## src/rtl/evt_router_pkg.sv

```systemverilog
package evt_router_pkg;
  typedef enum logic [1:0] {
    SZ_BYTE = 2'd0,
    SZ_HALF = 2'd1,
    SZ_WORD = 2'd2
  } bus_size_e;

  localparam int unsigned RELOAD_BIT = 30;
  localparam int unsigned STATUS_BIT = 31;
endpackage

```

## src/rtl/evt_dma_chan.sv

```systemverilog
module evt_dma_chan #(
  parameter int unsigned MASK_W = 6
) (
  input  logic              clk,
  input  logic              rst_n,
  input  logic [MASK_W-1:0] mask,
  input  logic              reload_en,
  input  logic [MASK_W-1:0] evt,
  input  logic              reload_strobe,
  input  logic              ack,
  output logic              req
);
  logic trig;
  logic req_d;

  always_comb begin
    trig  = (|(mask & evt)) | (reload_en & reload_strobe);
    // a new trigger wins over a simultaneous acknowledge
    req_d = trig | (req & ~ack);
  end

  always_ff @(posedge clk or negedge rst_n) begin
    if (!rst_n) req <= 1'b0;
    else        req <= req_d;
  end
endmodule

```

## src/rtl/evt_irq_comb.sv

```systemverilog
module evt_irq_comb #(
  parameter int unsigned IRQ_W = 8
) (
  input  logic [IRQ_W-1:0] enables,
  input  logic [IRQ_W-1:0] flags,
  output logic             irq
);
  always_comb irq = |(enables & flags);
endmodule

```

## src/rtl/evt_bus_regs.sv

```systemverilog
module evt_bus_regs
  import evt_router_pkg::*;
#(
  parameter int unsigned NUM_DMA = 2,
  parameter int unsigned MASK_W  = 6,
  parameter int unsigned IRQ_W   = 8,
  parameter int unsigned ADDR_W  = 4
) (
  input  logic                      clk,
  input  logic                      rst_n,
  input  logic                      bus_valid,
  input  logic                      bus_write,
  input  logic [ADDR_W-1:0]         bus_addr,
  input  logic [1:0]                bus_size,
  input  logic [31:0]               bus_wdata,
  output logic                      bus_ready,
  output logic                      bus_err,
  output logic [31:0]               bus_rdata,
  input  logic [NUM_DMA-1:0]        dma_req,
  output logic [NUM_DMA-1:0][MASK_W-1:0] mask_q,
  output logic [NUM_DMA-1:0]        reload_q,
  output logic [IRQ_W-1:0]          ien_q
);
  localparam int unsigned RSV_W   = RELOAD_BIT - MASK_W;
  localparam int unsigned IEN_IDX = NUM_DMA;

  logic [NUM_DMA-1:0][MASK_W-1:0] mask_d;
  logic [NUM_DMA-1:0]             reload_d;
  logic [IRQ_W-1:0]               ien_d;
  logic                           ready_d, err_d;
  logic [31:0]                    rdata_d;
  logic                           is_word;
  logic                           hit_ien;
  logic [NUM_DMA-1:0]             hit_dma;

  always_comb begin
    is_word = (bus_size == SZ_WORD);
    hit_ien = (bus_addr == ADDR_W'(IEN_IDX));
    for (int k = 0; k < NUM_DMA; k++) hit_dma[k] = (bus_addr == ADDR_W'(k));
  end

  always_comb begin
    mask_d   = mask_q;
    reload_d = reload_q;
    ien_d    = ien_q;
    ready_d  = bus_valid;
    err_d    = 1'b0;
    rdata_d  = '0;
    if (bus_valid && bus_write) begin
      for (int k = 0; k < NUM_DMA; k++) begin
        if (hit_dma[k]) begin
          if (is_word) begin
            mask_d[k]   = bus_wdata[MASK_W-1:0];
            reload_d[k] = bus_wdata[RELOAD_BIT];
          end else begin
            err_d = 1'b1;
          end
        end
      end
      if (hit_ien) ien_d = bus_wdata[IRQ_W-1:0];
    end
    if (bus_valid && !bus_write) begin
      for (int k = 0; k < NUM_DMA; k++) begin
        if (hit_dma[k])
          rdata_d = {dma_req[k], reload_q[k], {RSV_W{1'b0}}, mask_q[k]};
      end
      if (hit_ien) rdata_d = {{(32-IRQ_W){1'b0}}, ien_q};
    end
  end

  always_ff @(posedge clk or negedge rst_n) begin
    if (!rst_n) begin
      mask_q    <= '0;
      reload_q  <= '0;
      ien_q     <= '0;
      bus_ready <= 1'b0;
      bus_err   <= 1'b0;
      bus_rdata <= '0;
    end else begin
      mask_q    <= mask_d;
      reload_q  <= reload_d;
      ien_q     <= ien_d;
      bus_ready <= ready_d;
      bus_err   <= err_d;
      bus_rdata <= rdata_d;
    end
  end
endmodule

```

## src/rtl/evt_req_router.sv

```systemverilog
module evt_req_router #(
  parameter int unsigned NUM_DMA = 2,
  parameter int unsigned MASK_W  = 6,
  parameter int unsigned IRQ_W   = 8,
  parameter int unsigned ADDR_W  = 4
) (
  input  logic               clk,
  input  logic               rst_n,
  input  logic               bus_valid,
  input  logic               bus_write,
  input  logic [ADDR_W-1:0]  bus_addr,
  input  logic [1:0]         bus_size,
  input  logic [31:0]        bus_wdata,
  output logic               bus_ready,
  output logic               bus_err,
  output logic [31:0]        bus_rdata,
  input  logic [IRQ_W-1:0]   evt_pulse,
  input  logic               reload_strobe,
  input  logic [IRQ_W-1:0]   evt_flags,
  input  logic [NUM_DMA-1:0] dma_ack,
  output logic [NUM_DMA-1:0] dma_req,
  output logic               irq
);
  logic [NUM_DMA-1:0][MASK_W-1:0] mask_q;
  logic [NUM_DMA-1:0]             reload_q;
  logic [IRQ_W-1:0]               ien_q;

  evt_bus_regs #(
    .NUM_DMA(NUM_DMA), .MASK_W(MASK_W), .IRQ_W(IRQ_W), .ADDR_W(ADDR_W)
  ) u_regs (
    .clk(clk), .rst_n(rst_n),
    .bus_valid(bus_valid), .bus_write(bus_write), .bus_addr(bus_addr),
    .bus_size(bus_size), .bus_wdata(bus_wdata),
    .bus_ready(bus_ready), .bus_err(bus_err), .bus_rdata(bus_rdata),
    .dma_req(dma_req), .mask_q(mask_q), .reload_q(reload_q), .ien_q(ien_q)
  );

  for (genvar k = 0; k < NUM_DMA; k++) begin : g_chan
    evt_dma_chan #(.MASK_W(MASK_W)) u_chan (
      .clk(clk), .rst_n(rst_n),
      .mask(mask_q[k]), .reload_en(reload_q[k]),
      .evt(evt_pulse[MASK_W-1:0]), .reload_strobe(reload_strobe),
      .ack(dma_ack[k]), .req(dma_req[k])
    );
  end

  evt_irq_comb #(.IRQ_W(IRQ_W)) u_irq (
    .enables(ien_q), .flags(evt_flags), .irq(irq)
  );
endmodule

```

## config.mk

```make
export PLATFORM = sky130hd
export DESIGN_NAME = evt_req_router
export DESIGN_NICKNAME = d
export VERILOG_FILES = /design/src/rtl/evt_router_pkg.sv /design/src/rtl/evt_dma_chan.sv /design/src/rtl/evt_irq_comb.sv /design/src/rtl/evt_bus_regs.sv /design/src/rtl/evt_req_router.sv
export SDC_FILE = /design/constraint.sdc
export NUM_CORES = 1
export LEC_CHECK = 0
export CAP_MARGIN = 5
export CORE_MARGIN = 3
export CORE_UTILIZATION = 50
export CTS_CLUSTER_SIZE = 28
export DETAILED_ROUTE_END_ITERATION = 10
export DONT_BUFFER_PORTS = 1
export SLEW_MARGIN = 20
export SYNTH_ARGS = -nofsm -noshare
export SYNTH_HDL_FRONTEND = slang
export SYNTH_HIERARCHICAL = 1
export SYNTH_SLANG_ARGS = --single-unit
```

## constraint.sdc

```tcl
create_clock -name clk -period 2.9 [get_ports clk]
set_clock_uncertainty 0.15 [all_clocks]
set_input_delay 0.145 -clock clk [delete_from_list [all_inputs] [get_ports clk]]
set_output_delay 0.145 -clock clk [all_outputs]
set_load 0.005 [all_outputs]
```

==> results_dict.tcl, run 1 <==
set metrics [dict create \
    dp.final_hpwl_um 2620 \
    crit_buf_inv 3 \
    busiest_layer "met2" \
    antenna_left 0 \
    p_per_area_nw_per_um2 486 \
    setup.worst_path.start "bus_write" \
    synth_area_leaders "dfrtp_1 51%, mux2_2 14%, buf_4 9.3%" \
    cp.arrival_ns 2.65 \
    grt_usage_pct 19.4 \
    ys_seq_area_share_pct 50.7 \
    crit_path_max_fanout 7 \
    required_ns 3.04 \
    placed_cell_area_um2 1720 \
    port_buffers 0 \
    core_area_um2 3390 \
    syn-mean-instance-area_um2 13.1 \
    use_met3_pct 7.01 \
    min_period_ns 2.51 \
    r2r-start "u_regs/mask_q[2]" \
    clk_latency_ns 0.33 \
    antenna_found_initial 0 \
    clk_pin_slew_ns 0.10 \
    nets 223 \
    finalSetupTns_ns 0 \
    whs_endpoint "u_regs/bus_err" \
    cts_num_sinks 36 \
    die_x_um 65.6 \
    drtIter0Drc 80 \
    path_cells "dlygate4sd3_1 > nor4b_4 > dlygate4sd3_1 > nor3b_1 > dlygate4sd3_1" \
    start_kind "primary input" \
    root_buffer "clkbuf_4" \
    layout_common_cells "36 x dfrtp_1, 23 x dlygate4sd3_1, 22 x mux2_2, 22 x conb_1, 10 x a22oi_1" \
    use_met2_pct 30.8 \
    ios 98 \
    overflow 0 \
    fillerInstances 308 \
    via_count 1125 \
    syn_inst 136 \
    max_cap_violations 0 \
    cp_common_cell "dlygate4sd3_1" \
    critPathMaxStageDelay_ns 0.79 \
    r2r_slack_ns 0.85 \
    hold_depth 2 \
    ys_warn_count 6 \
    drive_above_1_share_pct 23.1 \
    hold_violations 0 \
    via_per_inst 5.46 \
    design_area_um2 2010 \
    synth-seq-cells 36 \
    fmax_ghz 0.398 \
    initial_utilization_pct 52.4 \
    crit_slowest_cell "dlygate4sd3_1" \
    period_share_pct 86.7 \
    syn2layout_area_growth_pct 13.2 \
    cts_tree "built" \
    drv_slew 0 \
    grt_max_degree 37 \
    drt_pass1_iterations 4 \
    min_path_type "in2reg" \
    num_rows 21 \
    critPathKind "in2reg" \
    routedWlPerCell_um 18.8 \
    diodes 0 \
    gp_congestion 0.670 \
    die_y_um 65.6 \
    cp_top_family "buffers and inverters" \
    worstHoldStart "bus_addr[3]" \
    met1_usage_pct 24.2 \
    final_common_cell "dfrtp_1" \
    dieArea_um2 4300 \
    synth_top_area_share_pct 50.7 \
    r2r-end "g_chan[0].u_chan/req" \
    cts_buffer_depth 2 \
    status "finished, final reports clean" \
    setup_violations 0 \
    syn_area_um2 1780 \
    cts_made_buffers 5 \
    grt_pass1_wl_um 6020 \
    ys_types 26 \
    h-tree-depth 2 \
    wl_um 3870 \
    rsz0062_at_grt "no" \
    yosysTopAreaCell "dfrtp_1" \
    vdd.ir_drop.worst_v 0.000286 \
    drc 0 \
    reg2reg_depth 4 \
    leakagePower_uw 0.000971 \
    cp-end-kind "flop" \
    post_cts_resize_count 0 \
    grt_pass1_vias 1144 \
]
## per-stage QoR
stage	hold WS (ns)	total power (uW)	setup slack [ns]	util (%)	std cells
global placement	-0.300	697	1.53	50.9	177
detailed placement	-0.300	703	1.47	50.9	177
global route	0.0120	1030	0.300	59.4	206
CTS	0.0167	986	0.387	59.4	206
floorplan	-0.301	700	1.62	-	157
finish	0.0274	979	0.387	59.4	206
## how the worst max path moves through the flow
stage,endpoint,slack (ns),cells past startpoint
2_1_floorplan,u_regs/bus_rdata[6],1.62,4
3_3_place_gp,u_regs/ien_q[1],1.53,3
3_5_place_dp,u_regs/reload_q[1],1.47,3
4_1_cts,u_regs/bus_rdata[30],0.39,5
5_1_grt,u_regs/bus_rdata[30],0.30,5
6_report,u_regs/bus_rdata[30],0.39,5
## flip-flops by register name (all words and copies together), names as in the netlist
name and cells:
u_regs/bus_err 1, g_chan.u_chan/req 2, u_regs/bus_rdata 10, u_regs/ien_q 8
u_regs/reload_q 2, u_regs/mask_q 12, u_regs/bus_ready 1
## area by class of cell
| cell class | count | area, um^2 | area share, % |
|---|---|---|---|
| inverter | 2 | 7.51 | 0.373 |
| clock buffer | 5 | 37.5 | 1.87 |
| multi-input combinational | 93 | 758 | 37.7 |
| sequential | 36 | 901 | 44.8 |
| tap | 46 | 57.6 | 2.86 |
| timing repair buffer | 24 | 250 | 12.4 |
## power breakdown
part	switching, uW	internal (uW)	leakage (uW)
combinational	64.0	88.2	0.000466
clock	151	80.9	0.0000230
sequential	43.6	550	0.000482
## routing by layer
layer / share of wire (%) / vias to the layer above / routed length, um
met5: 0 / - / 0
met4: 1.4 / 0 / 55
met3: 6.0 / 6 / 231
met2: 53 / 37 / 2040
met1: 40 / 580 / 1550
li1: - / 502 / -
## cell usage after synthesis (all sizes together)
cell type	count
dfrtp	36
buf	24
mux2	22
a22oi	12
a21oi	6
nand2b	6
o221ai	6
nor3b	4
nand4	3
and2	2
clkbuf	2
inv	2
mux2i	2
nand3b	2
and4bb	1
conb	1
nand4b	1
nor2b	1
nor4b	1
or2	1
or4b	1
## logic make-up (layout without fill, tap and decap cells)
family	Yosys count	after routing	synth area share, %
buffers and inverters	28	31	11.1
AO/OA/AOI/OAI	24	24	10.3
multiplexers	24	24	15.1
other	1	22	0.211
AND/OR/NAND/NOR	23	23	12.7
flip-flops	36	36	50.7
## timing repair
item                                    CTS  global route
endpoints found under the hold margin    72             0
hold buffers                             24             0
endpoints found under the setup margin    0             0
setup buffers                             0             0
Note: power is estimated with default switching activity, not from simulation.
==> inputs of run 2 (changes only) <==
--- a/config.mk
+++ b/config.mk
@@ -11,6 +11,7 @@
 export CTS_CLUSTER_SIZE = 28
 export DETAILED_ROUTE_END_ITERATION = 10
 export DONT_BUFFER_PORTS = 1
+export RECOVER_POWER = 100
 export SLEW_MARGIN = 20
 export SYNTH_ARGS = -nofsm -noshare
 export SYNTH_HDL_FRONTEND = slang
==> constraint.sdc (replaced) <==
create_clock -name clk -period 2.93 [get_ports clk]
set_clock_uncertainty 0.15 [all_clocks]
set_input_delay 0.1465 -clock clk [delete_from_list [all_inputs] [get_ports clk]]
set_output_delay 0.1465 -clock clk [all_outputs]
set_load 0.005 [all_outputs]
==> results_dict.tcl, run 2 (synthesis gave the netlist of run 1 again) <==
set metrics [dict create \
    p_sw_uw 254 \
    num_rows 21 \
    swShare_pct 26.4 \
    post_cts_resize_count 0 \
    layout_common_cells "36 x dfrtp_1, 23 x dlygate4sd3_1, 22 x mux2_2, 22 x conb_1, 10 x a22oi_1" \
    status "complete, but fails checks" \
    r2r-start "u_regs/mask_q[2]" \
    r2r-end "g_chan[0].u_chan/req" \
    postCtsSetupBuffers 0 \
    routedWlPerCell_um 18.8 \
    crit_path_max_fanout 7 \
    fmax_ghz 0.399 \
    seqPwrFrac_pct 61.1 \
    dieArea_um2 4300 \
    whs_endpoint "u_regs/bus_err" \
    min_period_ns 2.51 \
    clk_latency_ns 0.33 \
    drc 0 \
    finalSetupTns_ns 0 \
    r2r_slack_ns 0.88 \
    syn2layout_area_growth_pct 10.1 \
    placed_cell_area_um2 1720 \
    cts_tree "built" \
    grt_usage_pct 19.4 \
    antenna_left 0 \
    core_area_um2 3390 \
    largest_register_ffs 12 \
    final_common_cell "dfrtp_1" \
    clk_pin_slew_ns 0.10 \
    max_cap_violations 1 \
    cp.arrival_ns 2.65 \
    rsz0062_at_grt "no" \
    clkPwrFrac_pct 23.9 \
    diodes 0 \
    root_buffer "clkbuf_4" \
    die_x_um 65.6 \
    setup_ws_ns 0.423 \
    reg2reg_depth 4 \
    initial_utilization_pct 52.4 \
    required_ns 3.07 \
    overflow 0 \
    gp_congestion 0.670 \
    tightestPinTransition_ns 1.89 \
    drive_above_1_share_pct 19.4 \
    vdd.ir_drop.worst_v 0.000282 \
    h-tree-depth 2 \
    min_path_type "in2reg" \
    drt_pass1_iterations 4 \
    port_buffers 0 \
    largestRegisters "u_regs/mask_q (12), u_regs/bus_rdata (10), u_regs/ien_q (8)" \
    fillerInstances 319 \
    cts_made_buffers 5 \
    relSlewSlack_pct -25.8 \
    critPathMaxStageDelay_ns 0.79 \
    critPathKind "in2reg" \
    die_y_um 65.6 \
    grt_pass1_vias 1144 \
    cp_common_cell "dlygate4sd3_1" \
    design_area_um2 1960 \
    regMostFlops "u_regs/mask_q" \
    violations "max-capacitance violations, max-slew violations" \
    preCtsSetupSlack_ns 1.50 \
    leakagePower_uw 0.000901 \
    setup_violations 0 \
    period_share_pct 85.6 \
    cp-end-kind "flop" \
    cts_num_sinks 36 \
    worstHoldStart "bus_size[1]" \
    path_cells "dlygate4sd3_1 > nor4b_4 > dlygate4sd3_1 > nor3b_1 > dlygate4sd3_1" \
    nets 223 \
    ios 98 \
    grt_max_degree 37 \
    hold_depth 2 \
    dp.final_hpwl_um 2620 \
    drtIter0Drc 90 \
    grt_pass1_wl_um 6020 \
    wl_um 3880 \
    antenna_found_initial 0 \
    start_kind "primary input" \
    p_per_area_nw_per_um2 492 \
    holdWs_ns 0.0159 \
    combPwrFrac_pct 15.0 \
    via_count 1123 \
    p_int_uw 708 \
    via_per_inst 5.45 \
    hold_violations 0 \
    cts_buffer_depth 2 \
    drv_slew 37 \
    crit_buf_inv 3 \
    crit_slowest_cell "dlygate4sd3_1" \
    cp_top_family "buffers and inverters" \
]
## run 2: repair_timing
item / in CTS / in global routing
setup endpoints to repair: 0 / 0
hold buffers: 24 / 0
hold endpoints to repair: 72 / 0
## run 2: routing by layer
| metal | wire [um] | part of all wire (%) | global-route usage, % | vias up |
|---|---|---|---|---|
| li1 | - | - | - | 502 |
| met1 | 1560 | 40 | 24.2 | 579 |
| met2 | 2030 | 52 | 30.8 | 36 |
| met3 | 230 | 5.9 | 7.01 | 6 |
| met4 | 55 | 1.4 | 6.99 | 0 |
| met5 | 0 | 0 | 0 | - |
## run 2: final cells by class
| type | instances | area [um^2] | area share, % |
|---|---|---|---|
| well taps | 46 | 57.6 | 2.94 |
| flip-flops and latches | 36 | 901 | 46.1 |
| clock buffers | 5 | 37.5 | 1.92 |
| repair buffers | 24 | 234 | 12.0 |
| inverters | 2 | 7.51 | 0.384 |
| multi-input cells | 93 | 718 | 36.7 |
## run 2: stage by stage
stage	total power [uW]	cells	util, %
finish	963	206	57.7
global route	1010	206	57.7
CTS	976	206	59.4
detailed placement	696	177	50.9
global placement	690	177	50.9
floorplan	693	157	-
## run 2: power groups by stage
stage / Clock (uW) / Sequential (uW) / Combinational [uW]
finish: 230 / 588 / 145
floorplan: 0 / 584 / 109
detailed placement: 0 / 599 / 96.7
global placement: 0 / 596 / 93.4
CTS: 238 / 589 / 150
global route: 257 / 595 / 161
## run 2: worst max path at each step
stage	end	from	depth (start not counted)
after floorplan	u_regs/bus_rdata[6]	bus_addr[0]	4
after global placement	u_regs/ien_q[1]	bus_addr[2]	3
after detailed placement	u_regs/reload_q[1]	bus_size[1]	3
after CTS	u_regs/bus_rdata[30]	bus_write	5
after global routing	u_regs/bus_rdata[30]	bus_write	5
final	u_regs/bus_rdata[30]	bus_write	5
==> inputs of run 3 (changes only) <==
--- a/config.mk
+++ b/config.mk
@@ -6,11 +6,14 @@
 export NUM_CORES = 1
 export LEC_CHECK = 0
 export CAP_MARGIN = 5
+export CELL_PAD_IN_SITES_DETAIL_PLACEMENT = 0
+export CELL_PAD_IN_SITES_GLOBAL_PLACEMENT = 1
 export CORE_MARGIN = 3
-export CORE_UTILIZATION = 50
+export CORE_UTILIZATION = 46
 export CTS_CLUSTER_SIZE = 28
 export DETAILED_ROUTE_END_ITERATION = 10
 export DONT_BUFFER_PORTS = 1
+export PLACE_DENSITY_LB_ADDON = 0.1
 export RECOVER_POWER = 100
 export SLEW_MARGIN = 20
 export SYNTH_ARGS = -nofsm -noshare
==> constraint.sdc (replaced) <==
create_clock -name clk -period 2.5 [get_ports clk]
set_clock_uncertainty 0.15 [all_clocks]
set_input_delay 0.125 -clock clk [delete_from_list [all_inputs] [get_ports clk]]
set_output_delay 0.125 -clock clk [all_outputs]
set_load 0.005 [all_outputs]
==> results_dict.tcl, run 3 (synthesis gave the netlist of run 1 again) <==
set metrics [dict create \
    antenna_left 0 \
    finalSetupTns_ns 0 \
    worstSetupEndpoint "g_chan[0].u_chan/req" \
    grt_pass1_vias 1156 \
    vdd.ir_drop.worst_v 0.000515 \
    cts_made_buffers 5 \
    leakagePower_uw 0.000949 \
    holdWs_ns -0.0395 \
    drt_pass1_iterations 5 \
    r2r-start "u_regs/mask_q[2]" \
    fillerInstances 293 \
    root_buffer "clkbuf_8" \
    diodes 0 \
    grt_max_degree 37 \
    antenna_found_initial 0 \
    setup_violations 0 \
    post_cts_resize_count 0 \
    setup_ws_ns 0.406 \
    gp_congestion 0.670 \
    h-tree-depth 2 \
    grt_pass1_wl_um 6090 \
    required_ns 2.52 \
    grt_usage_pct 18.6 \
    die_y_um 68.2 \
    clk_pin_slew_ns 0.07 \
    cp-end-kind "flop" \
    regMostFlops "u_regs/mask_q" \
    min_path_type "in2reg" \
    nets 223 \
    register_area_um2 901 \
    critPathKind "reg2reg" \
    cts_num_sinks 36 \
    rsz0062_at_grt "no" \
    via_count 1132 \
    tightestPinTransition_ns 1.56 \
    largest_register_ffs 12 \
    crit_path_max_fanout 3 \
    cts_buffer_depth 2 \
    fmax_ghz 0.478 \
    syn2layout_area_growth_pct 15.3 \
    relSlewSlack_pct -4.11 \
    finalNonFillerCells 209 \
    violations "negative hold slack, max-capacitance violations, max-slew violations" \
    clk_latency_ns 0.28 \
    fin_util_pct 58.2 \
    r2r_slack_ns 0.41 \
    overflow 0 \
    hold_violations 1 \
    largestRegisters "u_regs/mask_q (12), u_regs/bus_rdata (10), u_regs/ien_q (8)" \
    cp.arrival_ns 2.11 \
    dp_cells 177 \
    start_kind "flop" \
    drv_slew 37 \
    wl_um 4040 \
    reg2reg_depth 4 \
    core_area_um2 3520 \
    ios 98 \
    final_common_cell "dfrtp_1" \
    drc 0 \
    num_rows 21 \
    port_buffers 0 \
    dieArea_um2 4640 \
    cts_tree "built" \
    max_cap_violations 1 \
    drive_above_1_share_pct 20.2 \
    preCtsSetupSlack_ns 1.11 \
    r2r-end "g_chan[0].u_chan/req" \
    drtIter0Drc 61 \
    min_period_ns 2.09 \
    period_share_pct 83.7 \
    setup.worst_path.start "u_regs/mask_q[2]" \
    multi_input_area_um2 713 \
    initial_utilization_pct 50.5 \
    routedWlPerCell_um 19.3 \
    status "complete, but fails checks" \
    die_x_um 68.2 \
    via_per_inst 5.42 \
    dp.final_hpwl_um 2720 \
    p_per_area_nw_per_um2 693 \
    layout_common_cells "36 x dfrtp_1, 23 x dlygate4sd3_1, 22 x mux2_2, 22 x conb_1, 11 x a22oi_1" \
]
## run 3: cell types whose count changed in the layout (fill, tap and decap cells not counted)
cell | previous run | this run
clkbuf_4 | 5 | 0
a22oi_1 | 10 | 11
or2_1 | 1 | 0
a22oi_2 | 2 | 1
dlymetal6s4s_1 | 0 | 1
bufinv_16 | 0 | 1
or2_0 | 0 | 1
clkbuf_1 | 1 | 0
clkbuf_8 | 0 | 7
## run 3: metal layers
metal	global-route usage [%]	share of wire [%]	vias to the layer above
met4	5.21	0.27	0
li1	-	-	508
met1	22.3	40	575
met5	0	0	-
met3	6.40	7.6	2
met2	31.6	53	47
## run 3: report_power, final
part	switching, uW	total (uW)	internal, uW	leakage, uW
Combinational	74.6	176	101	0.000403
Sequential	50.4	690	639	0.000482
Clock	203	555	352	0.0000645
Total	328	1420	1090	0.000949
## run 3: how the worst min path moves through the flow
stage / start / endpoint / slack [ns] / cells after the start
global placement: rst_n / u_regs/bus_rdata[31] / -0.32 / 0
CTS: bus_size[0] / u_regs/bus_err / 0.007 / 2
floorplan: rst_n / g_chan[0].u_chan/req / -0.32 / 0
global route: bus_size[0] / u_regs/bus_err / 0.04 / 2
finish: bus_size[0] / u_regs/bus_err / -0.04 / 2
detailed placement: rst_n / u_regs/mask_q[9] / -0.32 / 0
## run 3: layout make-up
cell class / count / area share [%]
timing repair buffer: 24 / 11.9
sequential: 36 / 44.0
tap: 46 / 2.81
multi-input combinational: 93 / 34.8
clock buffer: 7 / 4.70
clock inverter: 1 / 1.47
inverter: 2 / 0.367
## run 3: critical path, cell delays in order, from the launching register on
cell,delay (ns)
dfrtp_1,0.41
a22oi_1,0.18
dlygate4sd3_1,0.57
nand4_1,0.08
dlygate4sd3_1,0.59
## run 3: what timing repair did
action | in CTS | in global routing
hold buffers | 24 | 0
setup endpoints to repair | 0 | 0
hold endpoints to repair | 72 | 0
setup buffers | 0 | 0
## run 3: metrics by stage
stage / area (um^2) / power, uW
final: 2050 / 1420
after global routing: 2050 / 1490
after CTS: 2100 / 1440
after detailed placement: 1720 / 815
after global placement: 1720 / 808
after floorplan: 1860 / 812
